$ cat src/rtl/conv_seq_pkg.sv
package conv_seq_pkg;

    localparam int BYTE_W = 8;
    localparam int WORD_W = 2 * BYTE_W;

    typedef enum logic [2:0] {
        ST_IDLE,
        ST_CNV,
        ST_WAIT,
        ST_RD_HI,
        ST_RD_LO
    } seq_state_e;

    typedef struct packed {
        logic [BYTE_W-1:0] hi;
        logic [BYTE_W-1:0] lo;
    } result_s;

    function automatic logic [WORD_W-1:0] join_bytes(input logic [BYTE_W-1:0] hi,
                                                     input logic [BYTE_W-1:0] lo);
        result_s r;
        r.hi = hi;
        r.lo = lo;
        return r;
    endfunction

    function automatic int cnt_width(input int n);
        return (n > 1) ? $clog2(n) : 1;
    endfunction

endpackage

$ cat src/rtl/conv_seq_edge.sv
module conv_seq_edge #(
    parameter int SYNC_STAGES = 2
) (
    input  logic clk,
    input  logic rst,
    input  logic async_i,
    output logic fall_o
);
    localparam int N = SYNC_STAGES + 1;

    logic [N-1:0] chain;

    generate
        for (genvar i = 0; i < N; i++) begin : g_stage
            if (i == 0) begin : g_first
                always_ff @(posedge clk) begin
                    if (rst) chain[0] <= 1'b0;
                    else     chain[0] <= async_i;
                end
            end else begin : g_next
                always_ff @(posedge clk) begin
                    if (rst) chain[i] <= 1'b0;
                    else     chain[i] <= chain[i-1];
                end
            end
        end
    endgenerate

    assign fall_o = chain[N-1] & ~chain[N-2];

endmodule

$ cat src/rtl/conv_seq_clkdiv.sv
module conv_seq_clkdiv #(
    parameter int CLK_DIV = 4
) (
    input  logic clk,
    input  logic rst,
    input  logic run_i,
    output logic sclk_o,
    output logic fall_en_o
);
    import conv_seq_pkg::*;

    localparam int HALF = CLK_DIV / 2;
    localparam int CW   = cnt_width(HALF);

    logic [CW-1:0] cnt;
    logic          sclk_r;
    logic          wrap;

    assign wrap = (cnt == CW'(HALF - 1));

    always_ff @(posedge clk) begin
        if (rst || !run_i) begin
            cnt    <= '0;
            sclk_r <= 1'b0;
        end else if (wrap) begin
            cnt    <= '0;
            sclk_r <= ~sclk_r;
        end else begin
            cnt <= cnt + 1'b1;
        end
    end

    assign sclk_o    = sclk_r;
    assign fall_en_o = run_i & wrap & sclk_r;

endmodule

$ cat src/rtl/conv_seq_shift.sv
module conv_seq_shift #(
    parameter int CLK_DIV = 4
) (
    input  logic                           clk,
    input  logic                           rst,
    input  logic                           start_i,
    input  logic                           miso_i,
    output logic                           sclk_o,
    output logic                           done_o,
    output logic [conv_seq_pkg::BYTE_W-1:0] byte_o
);
    import conv_seq_pkg::*;

    localparam int BW = cnt_width(BYTE_W);

    logic              active;
    logic              fall_en;
    logic [BW-1:0]     bit_cnt;
    logic [BYTE_W-1:0] rx;
    logic              done_q;

    conv_seq_clkdiv #(.CLK_DIV(CLK_DIV)) u_div (
        .clk       (clk),
        .rst       (rst),
        .run_i     (active),
        .sclk_o    (sclk_o),
        .fall_en_o (fall_en)
    );

    always_ff @(posedge clk) begin
        if (rst) begin
            active  <= 1'b0;
            bit_cnt <= '0;
            rx      <= '0;
            done_q  <= 1'b0;
        end else begin
            done_q <= 1'b0;
            if (start_i) begin
                active  <= 1'b1;
                bit_cnt <= '0;
            end else if (fall_en) begin
                rx <= {rx[BYTE_W-2:0], miso_i};
                if (bit_cnt == BW'(BYTE_W - 1)) begin
                    active <= 1'b0;
                    done_q <= 1'b1;
                end else begin
                    bit_cnt <= bit_cnt + 1'b1;
                end
            end
        end
    end

    assign done_o = done_q;
    assign byte_o = rx;

endmodule

$ cat src/rtl/conv_seq_ctrl.sv
module conv_seq_ctrl #(
    parameter int CNV_CYCLES = 3
) (
    input  logic                           clk,
    input  logic                           rst,
    input  logic                           tick_i,
    input  logic                           busy_fall_i,
    input  logic                           byte_done_i,
    input  logic [conv_seq_pkg::BYTE_W-1:0] byte_i,
    output logic                           cnv_o,
    output logic                           cs_n_o,
    output logic                           byte_start_o,
    output logic [conv_seq_pkg::WORD_W-1:0] result_o,
    output logic                           valid_o
);
    import conv_seq_pkg::*;

    localparam int CCW = cnt_width(CNV_CYCLES);

    seq_state_e        state, state_nx;
    logic [CCW-1:0]    cnv_cnt;
    logic [BYTE_W-1:0] hi_q;
    logic [WORD_W-1:0] result_q;
    logic              valid_q;

    always_comb begin
        state_nx = state;
        unique case (state)
            ST_IDLE:  if (tick_i) state_nx = ST_CNV;
            ST_CNV:   if (cnv_cnt == CCW'(CNV_CYCLES - 1)) state_nx = ST_WAIT;
            ST_WAIT:  if (busy_fall_i) state_nx = ST_RD_HI;
            ST_RD_HI: if (byte_done_i) state_nx = ST_RD_LO;
            ST_RD_LO: if (byte_done_i) state_nx = ST_IDLE;
            default:  state_nx = ST_IDLE;
        endcase
    end

    always_ff @(posedge clk) begin
        if (rst) begin
            state    <= ST_IDLE;
            cnv_cnt  <= '0;
            hi_q     <= '0;
            result_q <= '0;
            valid_q  <= 1'b0;
        end else begin
            state   <= state_nx;
            valid_q <= 1'b0;
            if (state == ST_CNV) cnv_cnt <= cnv_cnt + 1'b1;
            else                 cnv_cnt <= '0;
            if (state == ST_RD_HI && byte_done_i) hi_q <= byte_i;
            if (state == ST_RD_LO && byte_done_i) begin
                result_q <= join_bytes(hi_q, byte_i);
                valid_q  <= 1'b1;
            end
        end
    end

    assign byte_start_o = (state == ST_WAIT && busy_fall_i) ||
                          (state == ST_RD_HI && byte_done_i);
    assign cnv_o        = (state == ST_CNV);
    assign cs_n_o       = !(state == ST_RD_HI || state == ST_RD_LO);
    assign result_o     = result_q;
    assign valid_o      = valid_q;

endmodule

$ cat src/rtl/conv_seq_top.sv
module conv_seq_top #(
    parameter int CLK_DIV     = 4,
    parameter int CNV_CYCLES  = 3,
    parameter int SYNC_STAGES = 2
) (
    input  logic        clk,
    input  logic        rst,
    input  logic        tick_i,
    input  logic        busy_i,
    input  logic        miso_i,
    output logic        cnv_o,
    output logic        cs_n_o,
    output logic        sclk_o,
    output logic [15:0] result_o,
    output logic        valid_o
);
    import conv_seq_pkg::*;

    logic              busy_fall;
    logic              byte_start;
    logic              byte_done;
    logic [BYTE_W-1:0] rx_byte;

    conv_seq_edge #(.SYNC_STAGES(SYNC_STAGES)) u_edge (
        .clk     (clk),
        .rst     (rst),
        .async_i (busy_i),
        .fall_o  (busy_fall)
    );

    conv_seq_shift #(.CLK_DIV(CLK_DIV)) u_shift (
        .clk     (clk),
        .rst     (rst),
        .start_i (byte_start),
        .miso_i  (miso_i),
        .sclk_o  (sclk_o),
        .done_o  (byte_done),
        .byte_o  (rx_byte)
    );

    conv_seq_ctrl #(.CNV_CYCLES(CNV_CYCLES)) u_ctrl (
        .clk          (clk),
        .rst          (rst),
        .tick_i       (tick_i),
        .busy_fall_i  (busy_fall),
        .byte_done_i  (byte_done),
        .byte_i       (rx_byte),
        .cnv_o        (cnv_o),
        .cs_n_o       (cs_n_o),
        .byte_start_o (byte_start),
        .result_o     (result_o),
        .valid_o      (valid_o)
    );

endmodule

$ cat config.mk
export PLATFORM = sky130hd
export DESIGN_NAME = conv_seq_top
export DESIGN_NICKNAME = d
export VERILOG_FILES = /design/src/rtl/conv_seq_pkg.sv /design/src/rtl/conv_seq_edge.sv /design/src/rtl/conv_seq_clkdiv.sv /design/src/rtl/conv_seq_shift.sv /design/src/rtl/conv_seq_ctrl.sv /design/src/rtl/conv_seq_top.sv
export SDC_FILE = /design/constraint.sdc
export NUM_CORES = 1
export LEC_CHECK = 0
export BUFFER_PORTS_ARGS = -buffer_cell sky130_fd_sc_hd__buf_2
export CAP_MARGIN = 20
export CORE_UTILIZATION = 30
export DETAILED_ROUTE_END_ITERATION = 8
export PLACE_DENSITY = 0.44
export SLEW_MARGIN = 20
export SYNTH_ARGS = -nofsm -noshare
export SYNTH_HDL_FRONTEND = slang
export SYNTH_SLANG_ARGS = --single-unit
$ cat constraint.sdc
create_clock -name clk -period 2.1 [get_ports clk]
set_input_delay 0.21 -clock clk [delete_from_list [all_inputs] [get_ports clk]]
set_output_delay 0.21 -clock clk [all_outputs]
set_load 0.05 [all_outputs]
==> flow_metrics.env <==
export IMPL_outcome="finished, final reports clean"
export IMPL_p_sw_mw=0.434
export IMPL_end_kind="output port"
export IMPL_antenna_found_initial=0
export IMPL_nFillCells=639
export IMPL_die_y_um=80.7
export IMPL_synth_top_area_cell="dfxtp_1"
export IMPL_rows=28
export IMPL_worst_pin_slew_ns=0.570
export IMPL_ys_seq_area_frac=0.517
export IMPL_grt_pass1_vias=1326
export IMPL_drv_cap=0
export IMPL_overflow=0
export IMPL_drt_total_wl_mm=3.39
export IMPL_met1Wirelength_mm=1.75
export IMPL_clock_latency_ns=0.30
export IMPL_grt_usage=0.119
export IMPL_postCtsSetupBuffers=0
export IMPL_skew_ns=0.00857
export IMPL_clk_pin_slew_ns=0.09
export IMPL_root_buffer="clkbuf_8"
export IMPL_hold_path_class="in -> reg"
export IMPL_power_leakage_nw=0.822
export IMPL_netlist_area_mm2=0.00186
export IMPL_routedWlPerCell_um=11.1
export IMPL_cts_resized=0
export IMPL_nets=238
export IMPL_comb_power_share=0.095
export IMPL_required_ns=1.89
export IMPL_pwr_share_clk=0.341
export IMPL_hpwl_mm=2.30
export IMPL_synth_area_leaders="dfxtp_1, nand2_1, a21oi_1, mux2i_1, ha_1"
export IMPL_via_per_inst=4.51
export IMPL_max_slew_margin=0.620
export IMPL_finalPower_mw=1.70
export IMPL_syn_avg_cell_area_um2=8.89
export IMPL_ys_ff_latch=48
export IMPL_ff_latch_area_um2=961
export IMPL_clock_sinks=48
export IMPL_worst_setup_path_start_kind="flip-flop"
export IMPL_cts_path_max_buffers=2
export IMPL_via_count=1379
export IMPL_netlist_instances=209
export IMPL_syn2layout_area_growth_pct=13.6
export IMPL_cts_buffers=5
export IMPL_antenna_left=0
export IMPL_seqPwrFrac=0.565
export IMPL_cp_max_fo=12
export IMPL_synth_warnings=0
export IMPL_diodes=0
export IMPL_power_density_mw_per_mm2=804
export IMPL_peakVddDrop_mv=0.221
export IMPL_globalplace_congestion=0.729
export IMPL_cts_tree="built"
export IMPL_grt_max_degree=34
export IMPL_final_period_utilization=0.855
export IMPL_grt_pass1_wl_mm=5.95
export IMPL_io_pin_count=25
export IMPL_multi_input_area_um2=802
export IMPL_route_detailed_drc=0
export IMPL_h_tree_depth=2
export IMPL_dieArea_mm2=0.00651
export IMPL_route_met2_wl_mm=1.47
export IMPL_initial_core_util=0.312
export IMPL_top_layer="met4"
export IMPL_first_pass_iters=4
export IMPL_slew_viol_final=0
export IMPL_cts_hold_fix_buffers=0
export IMPL_cp_arrival_ns=1.59
export IMPL_hold_viol_final=0
export IMPL_path_class="reg -> out"
export IMPL_post_route_min_period_ns=1.80
export IMPL_setup_violations=0
export IMPL_io_buffers=24
export IMPL_yosys_area_top_type_share=0.517
export IMPL_final_util=0.354
export IMPL_syn_num_nets=217
export IMPL_drive_above_1_share=0.190
export IMPL_setup_tns_ns=0
export IMPL_drt_iter0_drc=47
export IMPL_sw_frac_of_total=0.256
export IMPL_rsz0062_at_grt="false"
export IMPL_fp_coreArea_mm2=0.00596
export IMPL_fmax_mhz=557
export IMPL_wl_met3_um=123
export IMPL_ys_types=36
export IMPL_p_int_mw=1.26
export IMPL_die_w_um=80.7
==> critical path, cell delays in order (launching register included) <==
cell and delay, ns:
dfxtp_1 0.53, or3b_4 0.45, inv_1 0.06, buf_2 0.25
==> registers in the layout, indices dropped and copies added (netlist names), 2 cells and up <==
| register | cells |
|---|---|
| u_ctrl.result_o | 16 |
| u_ctrl.hi_q | 8 |
| u_shift.byte_o | 8 |
| u_ctrl.state | 3 |
| u_edge.chain | 3 |
| u_shift.bit_cnt | 3 |
| u_ctrl.cnv_cnt | 2 |
==> per-layer routing <==
layer	track usage	vias up
met5	0	-
met4	0.0482	0
met3	0.0307	4
met2	0.190	20
met1	0.152	624
li1	-	731
==> power groups by stage <==
stage | Sequential [mW] | Combinational [mW] | Clock, mW
after floorplan | 0.963 | 0.159 | 0
after global placement | 0.981 | 0.161 | 0
after detailed placement | 0.981 | 0.162 | 0
after CTS | 0.959 | 0.162 | 0.611
after global routing | 0.966 | 0.174 | 0.646
final | 0.958 | 0.160 | 0.578
==> final timing paths <==
| kind | start | to | slack [ns] | cells after the start |
|---|---|---|---|---|
| hold / removal | busy_i | u_edge.chain[0]$_SDFF_PP0_ | 0.12 | 2 |
| hold reg to reg | u_ctrl.cnv_cnt[0]$_SDFF_PP0_ | u_ctrl.cnv_cnt[0]$_SDFF_PP0_ | 0.42 | 1 |
| setup reg to reg | u_ctrl.state[0]$_SDFFE_PP0P_ | u_ctrl.state[0]$_SDFFE_PP0P_ | 0.60 | 4 |
| setup / recovery | u_ctrl.state[0]$_SDFFE_PP0P_ | cnv_o | 0.30 | 3 |
==> cell families (layout without fill, tap and decap cells) <==
kind of cell / Yosys count / after routing / share of synthesized area
XOR/XNOR: 2 / 2 / 0.00943
AO/OA/AOI/OAI: 35 / 35 / 0.118
AND/OR/NAND/NOR: 94 / 94 / 0.230
adder cells (fa/ha/maj): 3 / 3 / 0.0202
buffers and inverters: 17 / 39 / 0.0512
flip-flops: 48 / 48 / 0.517
multiplexers: 10 / 10 / 0.0539
==> Yosys cell counts (all sizes together) <==
cell type,count
ha,3
buf,8
o21ai,3
or2,2
nand3,2
o211ai,1
nand4,2
a31o,1
nor3,2
mux2i,10
xor2,1
nor3b,1
and2,2
clkbuf,5
dfxtp,48
and2b,1
or4b,1
nor2,9
and3,1
xnor2,1
o41ai,1
or3b,2
o22ai,1
nand3b,1
a21oi,27
and3b,1
inv,4
nand2,63
o21a,1
nor2b,4
==> per-stage QoR <==
stage               hold slack (ns)  setup WS (ns)  instances  cell area [um^2]
floorplan                     0.338          0.635        209              1860
detailed placement            0.412          0.613        298              2010
finish                        0.115          0.304        306              2110
global route                  0.130          0.187        306              2110
global placement              0.414          0.621        298              2010
CTS                           0.108          0.278        306              2110
==> placed cells by master, fill, tap and decap left out, types with 2 or more instances in the layout <==
cell,n
a21oi_1,26
buf_2,24
buf_4,3
clkbuf_8,6
dfxtp_1,48
ha_1,3
inv_1,4
mux2i_1,10
nand2_1,63
nand3_1,2
nand4_1,2
nor2_1,9
nor2b_1,4
nor3_1,2
o21ai_0,2
or2_1,2
==> layout make-up <==
type | instances | area share
clock inverters | 2 | 0.00652
inverters | 4 | 0.00711
well taps | 75 | 0.0445
multi-input cells | 144 | 0.380
repair buffers | 27 | 0.0676
flip-flops and latches | 48 | 0.455
clock buffers | 6 | 0.0391
(Power assumes the default switching activity.)
